==> config.mk <==
export PLATFORM = sky130hd
export DESIGN_NAME = pix_fmt_packer
export DESIGN_NICKNAME = d
export VERILOG_FILES = /design/src/rtl/pkp_pkg.sv /design/src/rtl/pkp_decode.sv /design/src/rtl/pkp_alpha.sv /design/src/rtl/pkp_encode.sv /design/src/rtl/pkp_outreg.sv /design/src/rtl/pix_fmt_packer.sv
export SDC_FILE = /design/constraint.sdc
export NUM_CORES = 1
export LEC_CHECK = 0
export BUFFER_PORTS_ARGS = -buffer_cell sky130_fd_sc_hd__buf_4
export CELL_PAD_IN_SITES_DETAIL_PLACEMENT = 0
export CELL_PAD_IN_SITES_GLOBAL_PLACEMENT = 1
export CORE_ASPECT_RATIO = 0.7
export CORE_MARGIN = 10
export CORE_UTILIZATION = 43
export CTS_CLUSTER_DIAMETER = 80
export CTS_CLUSTER_SIZE = 10
export DETAILED_ROUTE_END_ITERATION = 12
export PLACE_DENSITY_LB_ADDON = 0.1
export SKIP_LAST_GASP = 1
export SYNTH_ARGS = -nofsm -noshare
export SYNTH_HDL_FRONTEND = slang
export SYNTH_HIERARCHICAL = 1
export SYNTH_SLANG_ARGS = --single-unit
==> constraint.sdc <==
create_clock -name clk -period 3.3 [get_ports clk]
set_input_delay 0.66 -clock clk [delete_from_list [all_inputs] [get_ports clk]]
set_output_delay 0.66 -clock clk [all_outputs]
set_load 0.01 [all_outputs]
==> src/rtl/pkp_pkg.sv <==
package pkp_pkg;
  localparam int CH_W   = 8;
  localparam int N_CH   = 4;
  localparam int WORD_W = CH_W * N_CH;
  localparam int CNT_W  = $clog2(N_CH + 1);
  localparam int CODE_W = 4;
  localparam int NIB_W  = CH_W / 2;
  localparam int RB_W   = 5;
  localparam int G6_W   = 6;
  localparam int N_ORD  = 4;

  typedef logic [CH_W-1:0] chan_t;

  typedef enum logic [2:0] {
    LAY_NONE,
    LAY_NIB,
    LAY_565,
    LAY_TRI,
    LAY_QUAD
  } layout_e;

  typedef struct packed {
    logic [WORD_W-1:0] word;
    logic [N_CH-1:0]   strb;
    logic [CNT_W-1:0]  nbytes;
    logic              err;
  } packed_px_t;
endpackage

==> src/rtl/pkp_decode.sv <==
module pkp_decode
  import pkp_pkg::*;
(
  input  logic [CODE_W-1:0] code,
  output layout_e           layout,
  output logic [1:0]        order,
  output logic [CNT_W-1:0]  nbytes
);
  always_comb begin
    unique case (code)
      4'd0, 4'd1, 4'd2, 4'd3:     layout = LAY_NIB;
      4'd6, 4'd7:                 layout = LAY_565;
      4'd8, 4'd9:                 layout = LAY_TRI;
      4'd12, 4'd13, 4'd14, 4'd15: layout = LAY_QUAD;
      default:                    layout = LAY_NONE;
    endcase
  end

  assign order = code[1:0];

  always_comb begin
    unique case (layout)
      LAY_NIB, LAY_565: nbytes = CNT_W'(2);
      LAY_TRI:          nbytes = CNT_W'(3);
      LAY_QUAD:         nbytes = CNT_W'(N_CH);
      default:          nbytes = '0;
    endcase
  end
endmodule

==> src/rtl/pkp_alpha.sv <==
module pkp_alpha
  import pkp_pkg::*;
(
  input  chan_t alpha_in,
  input  logic  keep,
  input  logic  flip,
  output chan_t alpha_out
);
  // keep: pass (optionally inverted); otherwise the flip bit picks the constant
  assign alpha_out = keep ? (alpha_in ^ {CH_W{flip}}) : {CH_W{flip}};
endmodule

==> src/rtl/pkp_encode.sv <==
module pkp_encode
  import pkp_pkg::*;
(
  input  chan_t             red,
  input  chan_t             green,
  input  chan_t             blue,
  input  chan_t             alpha,
  input  layout_e           layout,
  input  logic [1:0]        order,
  output logic [WORD_W-1:0] word
);
  logic [N_CH-1:0][CH_W-1:0] quad_seq [N_ORD];
  logic [N_CH*NIB_W-1:0]     nib_seq  [N_ORD];

  // Four-channel orders, most significant channel first
  for (genvar o = 0; o < N_ORD; o++) begin : g_ord
    if (o == 0) begin : g_abgr
      assign quad_seq[o] = {alpha, blue, green, red};
    end else if (o == 1) begin : g_argb
      assign quad_seq[o] = {alpha, red, green, blue};
    end else if (o == 2) begin : g_bgra
      assign quad_seq[o] = {blue, green, red, alpha};
    end else begin : g_rgba
      assign quad_seq[o] = {red, green, blue, alpha};
    end
    for (genvar c = 0; c < N_CH; c++) begin : g_nib
      assign nib_seq[o][c*NIB_W +: NIB_W] = quad_seq[o][c][CH_W-1 -: NIB_W];
    end
  end

  logic [2:0][CH_W-1:0]       tri_seq;
  logic [2*RB_W+G6_W-1:0]     w565;

  assign tri_seq = order[0] ? {red, green, blue} : {blue, green, red};
  assign w565    = {tri_seq[2][CH_W-1 -: RB_W],
                    tri_seq[1][CH_W-1 -: G6_W],
                    tri_seq[0][CH_W-1 -: RB_W]};

  always_comb begin
    unique case (layout)
      LAY_NIB:  word = WORD_W'(nib_seq[order]);
      LAY_565:  word = WORD_W'(w565);
      LAY_TRI:  word = WORD_W'(tri_seq);
      LAY_QUAD: word = quad_seq[order];
      default:  word = '0;
    endcase
  end
endmodule

==> src/rtl/pkp_outreg.sv <==
module pkp_outreg
  import pkp_pkg::*;
(
  input  logic       clk,
  input  logic       rst,
  input  logic       in_valid,
  output logic       in_ready,
  input  packed_px_t in_data,
  output logic       out_valid,
  input  logic       out_ready,
  output packed_px_t out_data
);
  logic       vld_q;
  packed_px_t data_q;

  assign in_ready = !vld_q || out_ready;

  always_ff @(posedge clk) begin
    if (rst) begin
      vld_q  <= 1'b0;
      data_q <= '0;
    end else if (in_ready) begin
      vld_q <= in_valid;
      if (in_valid) data_q <= in_data;
    end
  end

  assign out_valid = vld_q;
  assign out_data  = data_q;
endmodule

==> src/rtl/pix_fmt_packer.sv <==
module pix_fmt_packer
  import pkp_pkg::*;
(
  input  logic              clk,
  input  logic              rst,
  input  logic              in_valid,
  output logic              in_ready,
  input  logic [CH_W-1:0]   in_red,
  input  logic [CH_W-1:0]   in_green,
  input  logic [CH_W-1:0]   in_blue,
  input  logic [CH_W-1:0]   in_alpha,
  input  logic [CODE_W-1:0] cfg_format,
  input  logic              cfg_alpha_keep,
  input  logic              cfg_alpha_flip,
  input  logic [N_CH-1:0]   cfg_lane_en,
  output logic              out_valid,
  input  logic              out_ready,
  output logic [WORD_W-1:0] out_word,
  output logic [N_CH-1:0]   out_strb,
  output logic [CNT_W-1:0]  out_nbytes,
  output logic              out_fmt_err
);
  layout_e           layout;
  logic [1:0]        order;
  logic [CNT_W-1:0]  nbytes;
  chan_t             alpha_eff;
  logic [WORD_W-1:0] word;
  logic [N_CH-1:0]   strb;
  packed_px_t        stage_in;
  packed_px_t        stage_out;

  pkp_decode u_dec (
    .code   (cfg_format),
    .layout (layout),
    .order  (order),
    .nbytes (nbytes)
  );

  pkp_alpha u_alpha (
    .alpha_in  (in_alpha),
    .keep      (cfg_alpha_keep),
    .flip      (cfg_alpha_flip),
    .alpha_out (alpha_eff)
  );

  pkp_encode u_enc (
    .red    (in_red),
    .green  (in_green),
    .blue   (in_blue),
    .alpha  (alpha_eff),
    .layout (layout),
    .order  (order),
    .word   (word)
  );

  for (genvar i = 0; i < N_CH; i++) begin : g_lane
    assign strb[i] = cfg_lane_en[i] && (CNT_W'(i) < nbytes);
  end

  assign stage_in.word   = word;
  assign stage_in.strb   = strb;
  assign stage_in.nbytes = nbytes;
  assign stage_in.err    = (layout == LAY_NONE);

  pkp_outreg u_reg (
    .clk       (clk),
    .rst       (rst),
    .in_valid  (in_valid),
    .in_ready  (in_ready),
    .in_data   (stage_in),
    .out_valid (out_valid),
    .out_ready (out_ready),
    .out_data  (stage_out)
  );

  assign out_word    = stage_out.word;
  assign out_strb    = stage_out.strb;
  assign out_nbytes  = stage_out.nbytes;
  assign out_fmt_err = stage_out.err;
endmodule

==> impl_metrics.json <==
{
  "synth-seq-cells": 41,
  "drc": 0,
  "worstSetupPathType": "input port to flop",
  "maxCapViolations": 0,
  "rrSetupSlack_ns": 1.72,
  "crit_arrival_ns": 2.86,
  "worst_hold_path.num_cells": 2,
  "grt_max_degree": 82,
  "cts_max_level": 2,
  "synth_area_per_cell_um2": 9.18,
  "synth_warnings": 6,
  "worstPathRequired_ns": 3.53,
  "synth_most_common_cell": "dfxtp_1",
  "synth_area_mm2": 0.00327,
  "routed_wl_mm": 9.88,
  "syn_inst": 356,
  "grt_remaining_overflow": 0,
  "critPathSlowestCell": "and3b_1",
  "clk_pin_slew_ns": 0.08,
  "hp-start": "u_reg/out_data[36]$_SDFFE_PP0P_",
  "synth-edff-count": 0,
  "crit_path_end_kind": "flop",
  "multi_input_area_mm2": 0.00216,
  "nets": 458,
  "drive_gt1_share_pct": 41.2,
  "setup_viol": 0,
  "rsz0062_at_grt": "false",
  "grt_first_pass_wirelength_mm": 15.8,
  "drt_iter0_drc": 231,
  "cts_setup_buffers": 0,
  "num_io_pins": 88,
  "synth_fp_nets": 402,
  "tns_ns": 0,
  "ant_nets": 0,
  "fp.dieH_um": 92.9,
  "viasPerCell": 5.64,
  "crit_chain": "buf_4 > nor3b_2 > nand2b_1 > and3b_1 > a22oi_1 > o221ai_1 > nand3_1 > a21oi_2",
  "synthToLayoutAreaGrowth_pct": 19.4,
  "insertion_delay_ns": 0.29,
  "fin_crit_sh_pct": 79.8,
  "vias": 2884,
  "yosys-top-cells-count": "dfxtp_1 (41), nand3_1 (40), a21bo_1 (38), a21oi_2 (38), mux2i_1 (25)",
  "skew_ns": 0.00362,
  "max_slew_margin_pct": 49.1,
  "fin_ws_ns": 0.668,
  "worstReg2RegStart": "u_reg/out_valid$_SDFFE_PP0P_",
  "nFillCells": 726,
  "hold_viol_final": 0,
  "reg2reg_depth": 4,
  "initial_utilization_pct": 44.5,
  "clock.fmax_mhz": 380,
  "dp_slack_ns": 0.470,
  "antenna_found_initial": 0,
  "yosysSeqAreaShare_pct": 25.1,
  "cts_hold_buf": 0,
  "dieArea_mm2": 0.0115,
  "tightest_slew_ns": 0.763,
  "max-clock-path-buffers": 2,
  "period_minus_slack_ns": 2.63,
  "yosys.cell_types.count": 42,
  "post_cts_resize_count": 0,
  "powerDensity_mw_per_mm2": 331,
  "die_w_um": 124,
  "port_buffers": 87,
  "status": "completed",
  "avgRoutedWirePerCell_um": 19.3,
  "async_flop_share_pct": 0,
  "startpoint_type": "input port",
  "hp-class": "flop to flop",
  "peakVddDrop_uv": 158,
  "critical-path-max-stage-delay_ns": 0.68,
  "crit_fanout": 37,
  "cts_made_buffers": 5,
  "regArea_um2": 821,
  "busiest_layer": "met2",
  "root_buffer": "clkbuf_8",
  "grt_pass1_vias": 2897,
  "synth-main-ff-cell": "dfxtp_1",
  "gp_congestion": 0.906,
  "num_rows": 26,
  "cts_tree": "yes",
  "met2_usage_pct": 25.0,
  "min_to": "u_reg/out_data[36]$_SDFFE_PP0P_",
  "p_leak_nw": 1.51,
  "critical_path.startpoint": "cfg_format[1]",
  "slew_violations": 0,
  "core_area_mm2": 0.00735,
  "met1_usage_pct": 22.3,
  "drtPass1Iterations": 5,
  "reg2reg_to": "u_reg/out_data[27]$_SDFFE_PP0P_",
  "synth_top_area_share_pct": 25.1,
  "place_hpwl_mm": 7.14,
  "synth_area_leaders": "dfxtp_1 (25%), a21bo_1 (12%), a21oi_2 (10%)",
  "grtUsageMet3_pct": 4.04,
  "synth_area_leader_cell": "dfxtp_1",
  "diodes": 0,
  "cts.sinks": 41,
  "track_usage_pct": 16.3
}
## stage by stage
| stage | area [µm²] | hold slack [ns] | total power [mW] | instances | utilization [%] |
|---|---|---|---|---|---|
| after detailed placement | 3800 | 0.568 | 0.921 | 503 | 51.6 |
| after floorplan | 3270 | 0.599 | 0.800 | 356 | - |
| after global placement | 3800 | 0.566 | 0.918 | 503 | 51.6 |
| after CTS | 3900 | 0.580 | 1.30 | 511 | 53.1 |
| final | 3900 | 0.577 | 1.29 | 511 | 53.1 |
| after global routing | 3900 | 0.605 | 1.36 | 511 | 53.1 |
## placed cells by master (no fill, tap or decap), drive strengths merged
| cell type | netlist | layout |
|---|---|---|
| buf | 30 | 91 |
| a21oi | 43 | 43 |
| dfxtp | 41 | 41 |
| nand3 | 40 | 40 |
| a21bo | 40 | 40 |
| mux2i | 27 | 27 |
| nand2 | 21 | 21 |
| mux2 | 16 | 16 |
| a22oi | 13 | 13 |
| o221ai | 13 | 13 |
| nor2 | 10 | 10 |
| o21ai | 9 | 9 |
| xnor2 | 8 | 8 |
| clkbuf | 12 | 7 |
| o211ai | 6 | 6 |
| a211oi | 4 | 4 |
| nand2b | 4 | 4 |
| nor3b | 3 | 3 |
| o2bb2ai | 3 | 3 |
| inv | 2 | 3 |
| nor2b | 2 | 2 |
| and2 | 2 | 2 |
| o31a | 1 | 1 |
| o21a | 1 | 1 |
| nor3 | 1 | 1 |
| nand3b | 1 | 1 |
| and3b | 1 | 1 |
| o22ai | 1 | 1 |
| or2 | 1 | 1 |
## worst max-delay path: cells and delay by family
family                 cells  cell delay (ns)
buffers and inverters      1             0.25
AND/OR/NAND/NOR            4             1.41
AO/OA/AOI/OAI              3             0.53
## final cells by class
class	count	share of cell area, %
clock buffer	7	2.47
clock inverter	1	0.225
inverter	2	0.192
multi-input combinational	271	55.4
sequential	41	21.0
tap	98	3.14
timing repair buffer	91	17.5
## power by group
group / leakage, nW / internal (mW) / total (mW) / switching (mW)
sequential: 0.333 / 0.515 / 0.527 / 0.0114
combinational: 1.12 / 0.171 / 0.386 / 0.215
clock: 0.0549 / 0.193 / 0.377 / 0.184
## layer usage
| layer | part of all wire [%] | vias to the layer above |
|---|---|---|
| met5 | 0 | - |
| met4 | 0.98 | 0 |
| met3 | 6.4 | 12 |
| met2 | 44 | 120 |
| met1 | 49 | 1331 |
| li1 | - | 1421 |
## how the worst max path moves through the flow
| stage | cells after the start | slack (ns) | endpoint |
|---|---|---|---|
| 2_1_floorplan | 8 | 1.24 | u_reg/out_data[16]$_SDFFE_PP0P_ |
| 3_3_place_gp | 8 | 0.57 | u_reg/out_data[15]$_SDFFE_PP0P_ |
| 3_5_place_dp | 8 | 0.47 | u_reg/out_data[23]$_SDFFE_PP0P_ |
| 4_1_cts | 8 | 0.74 | u_reg/out_data[21]$_SDFFE_PP0P_ |
| 5_1_grt | 8 | 0.52 | u_reg/out_data[22]$_SDFFE_PP0P_ |
| 6_report | 8 | 0.67 | u_reg/out_data[21]$_SDFFE_PP0P_ |
## logic make-up after synthesis
group,count (synthesis),synth area share (%)
xor gates and xnor gates,8,2.14
buffers and inverters,44,8.73
DFF,41,25.1
muxes,43,15.0
and+or+nand+nor,86,13.8
AOI/OAI and AO/OA,134,35.2
## flip-flops by register name (all words and copies together) (netlist names)
register         cells
u_reg/out_data      40
u_reg/out_valid      1
Note: power is estimated with default switching activity, not from simulation.
